===== src/rtl/spi_host_pkg.sv =====
package spi_host_pkg;

  localparam logic [7:0] OFF_CFG    = 8'h40;
  localparam logic [7:0] OFF_STAT   = 8'h44;
  localparam logic [7:0] OFF_RATE   = 8'h48;
  localparam logic [7:0] OFF_TXCTL  = 8'h4C;
  localparam logic [7:0] OFF_TXDAT  = 8'h50;
  localparam logic [7:0] OFF_RXCTL  = 8'h54;
  localparam logic [7:0] OFF_RXDAT  = 8'h58;
  localparam logic [7:0] OFF_ISTAT  = 8'h68;
  localparam logic [7:0] OFF_IEN    = 8'h6C;

  typedef enum logic [1:0] {
    ENG_IDLE,
    ENG_SETUP,
    ENG_SHIFT,
    ENG_HOLD
  } eng_state_e;

  // character length in bits from the 2-bit length code
  function automatic logic [5:0] code_to_bits(input logic [1:0] code);
    return {3'(code) + 3'd1, 3'b000};
  endfunction

endpackage


===== src/rtl/spi_rate_gen.sv =====
module spi_rate_gen #(
  parameter int DIV_W = 3
) (
  input  logic             clk,
  input  logic             rst,
  input  logic             run,
  input  logic [DIV_W-1:0] div,
  output logic             tick
);
  localparam int CNT_W = (1 << DIV_W);

  logic [CNT_W-1:0] cnt;
  logic [CNT_W-1:0] half_m1;

  // half period of 2^(div-1) bus clocks, div 0 folds onto div 1
  always_comb begin
    if (div == '0) half_m1 = '0;
    else           half_m1 = (CNT_W'(1) << (div - DIV_W'(1))) - CNT_W'(1);
  end

  always_ff @(posedge clk) begin
    if (rst || !run) begin
      cnt  <= '0;
      tick <= 1'b0;
    end else if (cnt == half_m1) begin
      cnt  <= '0;
      tick <= 1'b1;
    end else begin
      cnt  <= cnt + CNT_W'(1);
      tick <= 1'b0;
    end
  end
endmodule


===== src/rtl/spi_shift_engine.sv =====
module spi_shift_engine
  import spi_host_pkg::*;
#(
  parameter int DATA_W = 32,
  parameter int CS_N   = 4,
  localparam int CH_W  = $clog2(CS_N),
  localparam int LEN_W = $clog2(DATA_W) + 1,
  localparam int EDG_W = LEN_W + 1
) (
  input  logic              clk,
  input  logic              rst,
  input  logic              start,
  input  logic [DATA_W-1:0] tx_word,
  input  logic [1:0]        len_code,
  input  logic              cpol,
  input  logic              cpha,
  input  logic [CH_W-1:0]   chan,
  input  logic              eof,
  input  logic              tick,
  input  logic              miso,
  output logic              busy,
  output logic              done,
  output logic [DATA_W-1:0] rx_word,
  output logic [CH_W-1:0]   rx_chan,
  output logic              rx_eof,
  output logic              sclk,
  output logic              mosi,
  output logic [CS_N-1:0]   cs_n
);
  eng_state_e        state;
  logic [LEN_W-1:0]  nbits_q;
  logic [EDG_W-1:0]  edge_q;
  logic [DATA_W-1:0] tx_sh;
  logic [DATA_W-1:0] rx_sh;
  logic [DATA_W-1:0] aligned;
  logic              cpha_q;
  logic              eof_q;
  logic [CH_W-1:0]   chan_q;
  logic [EDG_W-1:0]  last_edge;

  assign aligned   = tx_word << (DATA_W - int'(code_to_bits(len_code)));
  assign last_edge = {nbits_q, 1'b0} - EDG_W'(1);

  always_ff @(posedge clk) begin
    if (rst) begin
      state   <= ENG_IDLE;
      nbits_q <= '0;
      edge_q  <= '0;
      tx_sh   <= '0;
      rx_sh   <= '0;
      cpha_q  <= 1'b0;
      eof_q   <= 1'b0;
      chan_q  <= '0;
      sclk    <= 1'b0;
      mosi    <= 1'b0;
      cs_n    <= '1;
      done    <= 1'b0;
    end else begin
      done <= 1'b0;
      case (state)
        ENG_IDLE: begin
          sclk <= cpol;
          if (start) begin
            nbits_q <= LEN_W'(code_to_bits(len_code));
            edge_q  <= '0;
            rx_sh   <= '0;
            cpha_q  <= cpha;
            eof_q   <= eof;
            chan_q  <= chan;
            cs_n    <= ~(CS_N'(1) << chan);
            if (!cpha) begin
              mosi  <= aligned[DATA_W-1];
              tx_sh <= aligned << 1;
            end else begin
              tx_sh <= aligned;
            end
            state <= ENG_SETUP;
          end
        end
        ENG_SETUP: if (tick) state <= ENG_SHIFT;
        ENG_SHIFT: if (tick) begin
          sclk <= ~sclk;
          // even edge index is leading; phase picks which edge samples
          if (edge_q[0] == cpha_q) begin
            rx_sh <= {rx_sh[DATA_W-2:0], miso};
          end else begin
            mosi  <= tx_sh[DATA_W-1];
            tx_sh <= tx_sh << 1;
          end
          if (edge_q == last_edge) state <= ENG_HOLD;
          else                     edge_q <= edge_q + EDG_W'(1);
        end
        ENG_HOLD: if (tick) begin
          if (eof_q) cs_n <= '1;
          done  <= 1'b1;
          state <= ENG_IDLE;
        end
        default: state <= ENG_IDLE;
      endcase
    end
  end

  assign busy    = (state != ENG_IDLE);
  assign rx_word = rx_sh;
  assign rx_chan = chan_q;
  assign rx_eof  = eof_q;
endmodule


===== src/rtl/spi_host_ctrl.sv =====
module spi_host_ctrl
  import spi_host_pkg::*;
#(
  parameter int ADDR_W = 8,
  parameter int CS_N   = 4,
  parameter int DIV_W  = 3,
  localparam int DATA_W = 32,
  localparam int CH_W   = $clog2(CS_N)
) (
  input  logic              clk,
  input  logic              rst,
  input  logic              bus_sel,
  input  logic              bus_wr,
  input  logic [ADDR_W-1:0] bus_addr,
  input  logic [DATA_W-1:0] bus_wdata,
  output logic [DATA_W-1:0] bus_rdata,
  output logic              irq,
  output logic              spi_sclk,
  output logic              spi_mosi,
  input  logic              spi_miso,
  output logic [CS_N-1:0]   spi_cs_n
);
  logic              cfg_en, cfg_cpol, cfg_cpha, cfg_master;
  logic [1:0]        cfg_len;
  logic [DIV_W-1:0]  rate_q;
  logic [CH_W-1:0]   txc_chan;
  logic              txc_eof;
  logic              tx_full;
  logic [DATA_W-1:0] tx_data_q;
  logic [CH_W-1:0]   tx_chan_q;
  logic              tx_eof_q;
  logic              rx_full;
  logic [DATA_W-1:0] rx_data_q;
  logic [CH_W-1:0]   rx_chan_q;
  logic              rx_eof_q;
  logic              err_txc, err_rxo;
  logic [7:0]        ien_q;
  logic [7:0]        istat;

  logic              wr_acc, rd_acc, wr_txd, rd_rx, start;
  logic              eng_busy, eng_done, tick;
  logic [DATA_W-1:0] eng_rx;
  logic [CH_W-1:0]   eng_chan;
  logic              eng_eof;

  assign wr_acc = bus_sel & bus_wr;
  assign rd_acc = bus_sel & ~bus_wr;
  assign wr_txd = wr_acc && (bus_addr == ADDR_W'(OFF_TXDAT));
  assign rd_rx  = rd_acc && (bus_addr == ADDR_W'(OFF_RXDAT));
  assign start  = tx_full & ~eng_busy & cfg_en;
  assign istat  = {err_txc, err_rxo, 2'b00, ~tx_full, rx_full, 2'b00};

  spi_rate_gen #(.DIV_W(DIV_W)) u_rate (
    .clk(clk), .rst(rst), .run(eng_busy), .div(rate_q), .tick(tick)
  );

  spi_shift_engine #(.DATA_W(DATA_W), .CS_N(CS_N)) u_eng (
    .clk(clk), .rst(rst), .start(start), .tx_word(tx_data_q),
    .len_code(cfg_len), .cpol(cfg_cpol), .cpha(cfg_cpha),
    .chan(tx_chan_q), .eof(tx_eof_q), .tick(tick), .miso(spi_miso),
    .busy(eng_busy), .done(eng_done), .rx_word(eng_rx),
    .rx_chan(eng_chan), .rx_eof(eng_eof),
    .sclk(spi_sclk), .mosi(spi_mosi), .cs_n(spi_cs_n)
  );

  always_ff @(posedge clk) begin
    if (rst) begin
      cfg_en <= 1'b0; cfg_cpol <= 1'b0; cfg_cpha <= 1'b0; cfg_master <= 1'b0;
      cfg_len   <= '0;
      rate_q    <= DIV_W'(1);
      txc_chan  <= '0;
      txc_eof   <= 1'b0;
      tx_full   <= 1'b0;
      tx_data_q <= '0;
      tx_chan_q <= '0;
      tx_eof_q  <= 1'b0;
      rx_full   <= 1'b0;
      rx_data_q <= '0;
      rx_chan_q <= '0;
      rx_eof_q  <= 1'b0;
      err_txc   <= 1'b0;
      err_rxo   <= 1'b0;
      ien_q     <= '0;
      irq       <= 1'b0;
    end else begin
      if (wr_acc) begin
        case (bus_addr)
          ADDR_W'(OFF_CFG): begin
            cfg_en     <= bus_wdata[31];
            cfg_cpol   <= bus_wdata[14];
            cfg_cpha   <= bus_wdata[13];
            cfg_master <= bus_wdata[11];
            cfg_len    <= bus_wdata[1:0];
          end
          ADDR_W'(OFF_RATE):  rate_q <= bus_wdata[DIV_W-1:0];
          ADDR_W'(OFF_TXCTL): begin
            txc_chan <= bus_wdata[CH_W-1:0];
            txc_eof  <= bus_wdata[2];
          end
          ADDR_W'(OFF_ISTAT): begin
            if (bus_wdata[7]) err_txc <= 1'b0;
            if (bus_wdata[6]) err_rxo <= 1'b0;
          end
          ADDR_W'(OFF_IEN):   ien_q <= bus_wdata[7:0];
          default: ;
        endcase
      end
      // transmit buffer: a busy buffer drops the write and flags it
      if (start) tx_full <= 1'b0;
      if (wr_txd) begin
        if (tx_full) begin
          err_txc <= 1'b1;
        end else begin
          tx_full   <= 1'b1;
          tx_data_q <= bus_wdata;
          tx_chan_q <= txc_chan;
          tx_eof_q  <= txc_eof;
        end
      end
      // receive buffer: newest character wins, overwrite is flagged
      if (eng_done) begin
        rx_full   <= 1'b1;
        rx_data_q <= eng_rx;
        rx_chan_q <= eng_chan;
        rx_eof_q  <= eng_eof;
        if (rx_full && !rd_rx) err_rxo <= 1'b1;
      end else if (rd_rx) begin
        rx_full <= 1'b0;
      end
      irq <= |(istat & ien_q);
    end
  end

  always_ff @(posedge clk) begin
    if (rst) begin
      bus_rdata <= '0;
    end else if (rd_acc) begin
      case (bus_addr)
        ADDR_W'(OFF_CFG):   bus_rdata <= {cfg_en, 16'b0, cfg_cpol, cfg_cpha, 1'b0,
                                          cfg_master, 9'b0, cfg_len};
        ADDR_W'(OFF_STAT):  bus_rdata <= {30'b0, eng_busy | tx_full, 1'b0};
        ADDR_W'(OFF_RATE):  bus_rdata <= DATA_W'(rate_q);
        ADDR_W'(OFF_TXCTL): bus_rdata <= DATA_W'({txc_eof, txc_chan});
        ADDR_W'(OFF_TXDAT): bus_rdata <= '0;
        ADDR_W'(OFF_RXCTL): bus_rdata <= DATA_W'({rx_eof_q, rx_chan_q});
        ADDR_W'(OFF_RXDAT): bus_rdata <= rx_data_q;
        ADDR_W'(OFF_ISTAT): bus_rdata <= DATA_W'(istat);
        ADDR_W'(OFF_IEN):   bus_rdata <= DATA_W'(ien_q);
        default:            bus_rdata <= '0;
      endcase
    end
  end
endmodule


===== config.mk =====
export PLATFORM = sky130hd
export DESIGN_NAME = spi_host_ctrl
export DESIGN_NICKNAME = d
export VERILOG_FILES = /design/src/rtl/spi_host_pkg.sv /design/src/rtl/spi_rate_gen.sv /design/src/rtl/spi_shift_engine.sv /design/src/rtl/spi_host_ctrl.sv
export SDC_FILE = /design/constraint.sdc
export NUM_CORES = 1
export LEC_CHECK = 0
export BUFFER_PORTS_ARGS = -buffer_cell sky130_fd_sc_hd__buf_2
export CAP_MARGIN = 30
export CORE_MARGIN = 2
export CORE_UTILIZATION = 54
export CTS_CLUSTER_DIAMETER = 150
export DETAILED_ROUTE_END_ITERATION = 16
export PLACE_DENSITY = 0.8
export SLEW_MARGIN = 20
export SYNTH_ARGS = -nofsm -noshare
export SYNTH_HDL_FRONTEND = slang
export SYNTH_SLANG_ARGS = --single-unit

===== constraint.sdc =====
create_clock -name clk -period 2.1 [get_ports clk]
set_clock_uncertainty 0.05 [all_clocks]
set_input_delay 0.21 -clock clk [delete_from_list [all_inputs] [get_ports clk]]
set_output_delay 0.21 -clock clk [all_outputs]
set_load 0.05 [all_outputs]

==> metrics.yaml <==
status:
  violations: "negative setup slack"
  status: "finished, violations left"
yosys:
  ys_ff_latch: 223
  ys.warnings.count: 0
  synth_cells: 1147
  synthFlopType: "dfxtp_1"
  synth_nets: 1201
  synth_area_per_cell_um2: 8.64
  async_flop_share_pct: 0
  ys_types: 69
  syn-cell-area_um2: 9910
  synth_edf_count: 0
  yosysSeqAreaShare_pct: 45.0
global_route:
  grt_pass1_wl_mm: 41.6
  antenna_found_initial: 1
  grt_max_degree: 124
  grt_pass1_vias: 8322
  overflow: 0
  grt_util_all_layers_pct: 25.3
finish:
  instances_no_fill: 1493
  register_area_um2: 4470
  drive_gt1_share_pct: 18.5
  area_growth_pct: 22.0
  nets: 1301
  multi_input_area_um2: 5140
  nFillCells: 1372
timing:
  period_minus_slack_ns: 2.13
  rsz0062_at_grt: "true"
  fin_setup_tns_ns: -0.126
  setup_slack_ns: -0.0301
  fmax_mhz: 469
  slew_violations: 0
  fin_crit_sh_pct: 101
  hold_slack_ns: 0.0630
  finalHoldViolations: 0
  max_slew_margin_pct: 57.7
  setup_viol: 8
  worstMarginPinSlew_ns: 0.628
detailed_routing:
  met3_length_mm: 1.96
  post-route-drc-count: 0
  dr.pass1.iters: 8
  routedWlPerCell_um: 17.6
  vias_per_cell: 5.98
  wl_met1_mm: 11.0
  wl_mm: 26.3
  drt_iter0_drc: 813
  vias: 8932
  top_layer: "met4"
  dr_wl_met2_mm: 12.5
  final_antenna_net_count: 0
power:
  intPower_mw: 7.14
  totalPowerFinal_mw: 8.99
  power.switching_mw: 1.85
  p_comb_share_pct: 3.0
  irDropWorstVdd_mv: 0.645
  pwr-share-seq_pct: 47.1
  leakage_nw: 4.44
  power.density_nw_per_um2: 743
  clockPowerShare_pct: 50.0
  switching_share_pct: 20.6
cts:
  insertion_delay_ns: 0.51
  numClockSinks: 223
  clk_pin_slew_ns: 0.06
  cts_tree: "yes"
  root_buffer: "clkbuf_16"
  cts_buffer_depth: 3
  cts_buffers: 23
  h-tree-depth: 1
worst_setup_path:
  r2r_cells: 7
  cp-start-kind: "flop"
  path_max_fanout: 21
  crit_required_ns: 2.44
  arrival_ns: 2.47
  worstSetupEndpointType: "flop"
  worstSetupPathType: "reg2reg"
die:
  num_io_pins: 84
  start_util_pct: 55.2
  rows: 49
  die_w_um: 139
  coreArea_um2: 18000
  design.die.area_um2: 19500
  dieHeight_um: 139
placement:
  routabilityCongestion: 0.890
  portBuffers: 83
  dp.cells: 1414
  dp_hpwl_mm: 16.1
min_path:
  min_path_cells: 2
  min_path_type: "in2reg"
job:
  cap_violations: 0
## stage by stage
step                instance area (um^2)  utilization [%]  setup WS [ns]
floorplan                           9920                -        -0.0341
global placement                   10700             59.5         -0.142
detailed placement                 10700             59.5        -0.0668
CTS                                11900             66.4        -0.0206
global route                       12100             67.3        -0.0988
finish                             12100             67.3        -0.0301
## worst paths after layout
path | slack (ns) | start | endpoint
max reg2reg | -0.03 | cfg_len[0]$_SDFFE_PP0P_ | u_eng.tx_sh[20]$_SDFFE_PP0P_
min | 0.06 | rst | rx_data_q[14]$_SDFFE_PP0P_
max | -0.03 | cfg_len[0]$_SDFFE_PP0P_ | u_eng.tx_sh[20]$_SDFFE_PP0P_
min reg2reg | 0.40 | u_eng.tx_sh[27]$_SDFFE_PP0P_ | u_eng.tx_sh[27]$_SDFFE_PP0P_
## final cells by class
type / instances / area share (%)
well taps: 229 / 2.37
inverters: 17 / 0.559
repair buffers: 164 / 10.5
clock inverters: 12 / 1.65
clock buffers: 29 / 5.36
multi-input cells: 818 / 42.5
diodes: 1 / 0.0207
flip-flops and latches: 223 / 37.0
## worst max-delay path: stages (launching register included)
cell and delay (ns):
dfxtp_1 0.31, ha_1 0.32, buf_8 0.21, mux2_2 0.38, a221oi_1 0.32, nor3_1 0.10, a21oi_1 0.20, a21oi_1 0.11
## power by group through the flow
stage | clock network, mW | logic (mW) | registers [mW]
detailed placement | 0 | 0.211 | 4.33
floorplan | 0 | 0.116 | 4.33
finish | 4.49 | 0.265 | 4.23
CTS | 4.57 | 0.259 | 4.23
global route | 4.72 | 0.284 | 4.23
global placement | 0 | 0.210 | 4.33
## cells in the final DEF, fill, tap and decap left out, types with 25 or more instances in the layout
master / count
buf_2: 82
a22oi_1: 63
a21oi_1: 104
buf_4: 34
dfxtp_1: 218
o21ai_0: 37
dlygate4sd3_1: 33
nand2_1: 142
nor2_1: 148
mux2i_1: 68
nand3_1: 39
clkbuf_16: 25
## sequential cells by signal, indices dropped and copies added (netlist names), 4 cells and up
name	flops
u_eng.edge_q	7
tx_data_q	32
u_eng.cs_n	4
u_rate.cnt	8
u_eng.tx_sh	32
rx_data_q	32
bus_rdata	32
u_eng.rx_word	32
ien_q	8
## cells by family (layout without fill, tap and decap cells)
| group | count (synthesis) | after routing | share of synthesized area, % |
|---|---|---|---|
| AND/OR/NAND/NOR | 415 | 415 | 18.8 |
| AO/OA/AOI/OAI | 291 | 291 | 19.0 |
| flip-flops | 223 | 223 | 45.0 |
| buffers and inverters | 106 | 222 | 4.48 |
| multiplexers | 90 | 90 | 10.3 |
| XOR/XNOR | 13 | 13 | 1.30 |
| adder cells (fa/ha/maj) | 9 | 9 | 1.14 |
| other | 0 | 1 | 0 |
## synthesized netlist by cell type (11+ instances only)
cell | instances | area (um^2)
dfxtp_1 | 223 | 4460
nor2_1 | 152 | 571
nand2_1 | 144 | 541
a21oi_1 | 105 | 526
mux2i_1 | 68 | 681
a22oi_1 | 63 | 473
clkbuf_1 | 59 | 221
nand3_1 | 39 | 195
o21ai_0 | 37 | 185
nor3_1 | 23 | 115
a221oi_1 | 20 | 175
buf_2 | 18 | 90.1
inv_1 | 17 | 63.8
a211oi_1 | 16 | 120
mux2_2 | 14 | 158
o211ai_1 | 11 | 82.6
## routing by layer
layer  GRT usage, %  vias to the layer above
li1               -                     4299
met1           33.1                     4219
met2           42.5                      347
met3           5.26                       67
met4           7.12                        0
met5              0                        -
## what timing repair did
item | in CTS | in global routing
pin swaps | 0 | 2
gates cloned | 0 | 2
hold endpoints to repair | 50 | 0
gates resized for setup | 12 | 23
setup endpoints to repair | 13 | 35
hold buffers | 33 | 0
setup buffers | 0 | 2
Note: power is estimated with default switching activity, not from simulation.
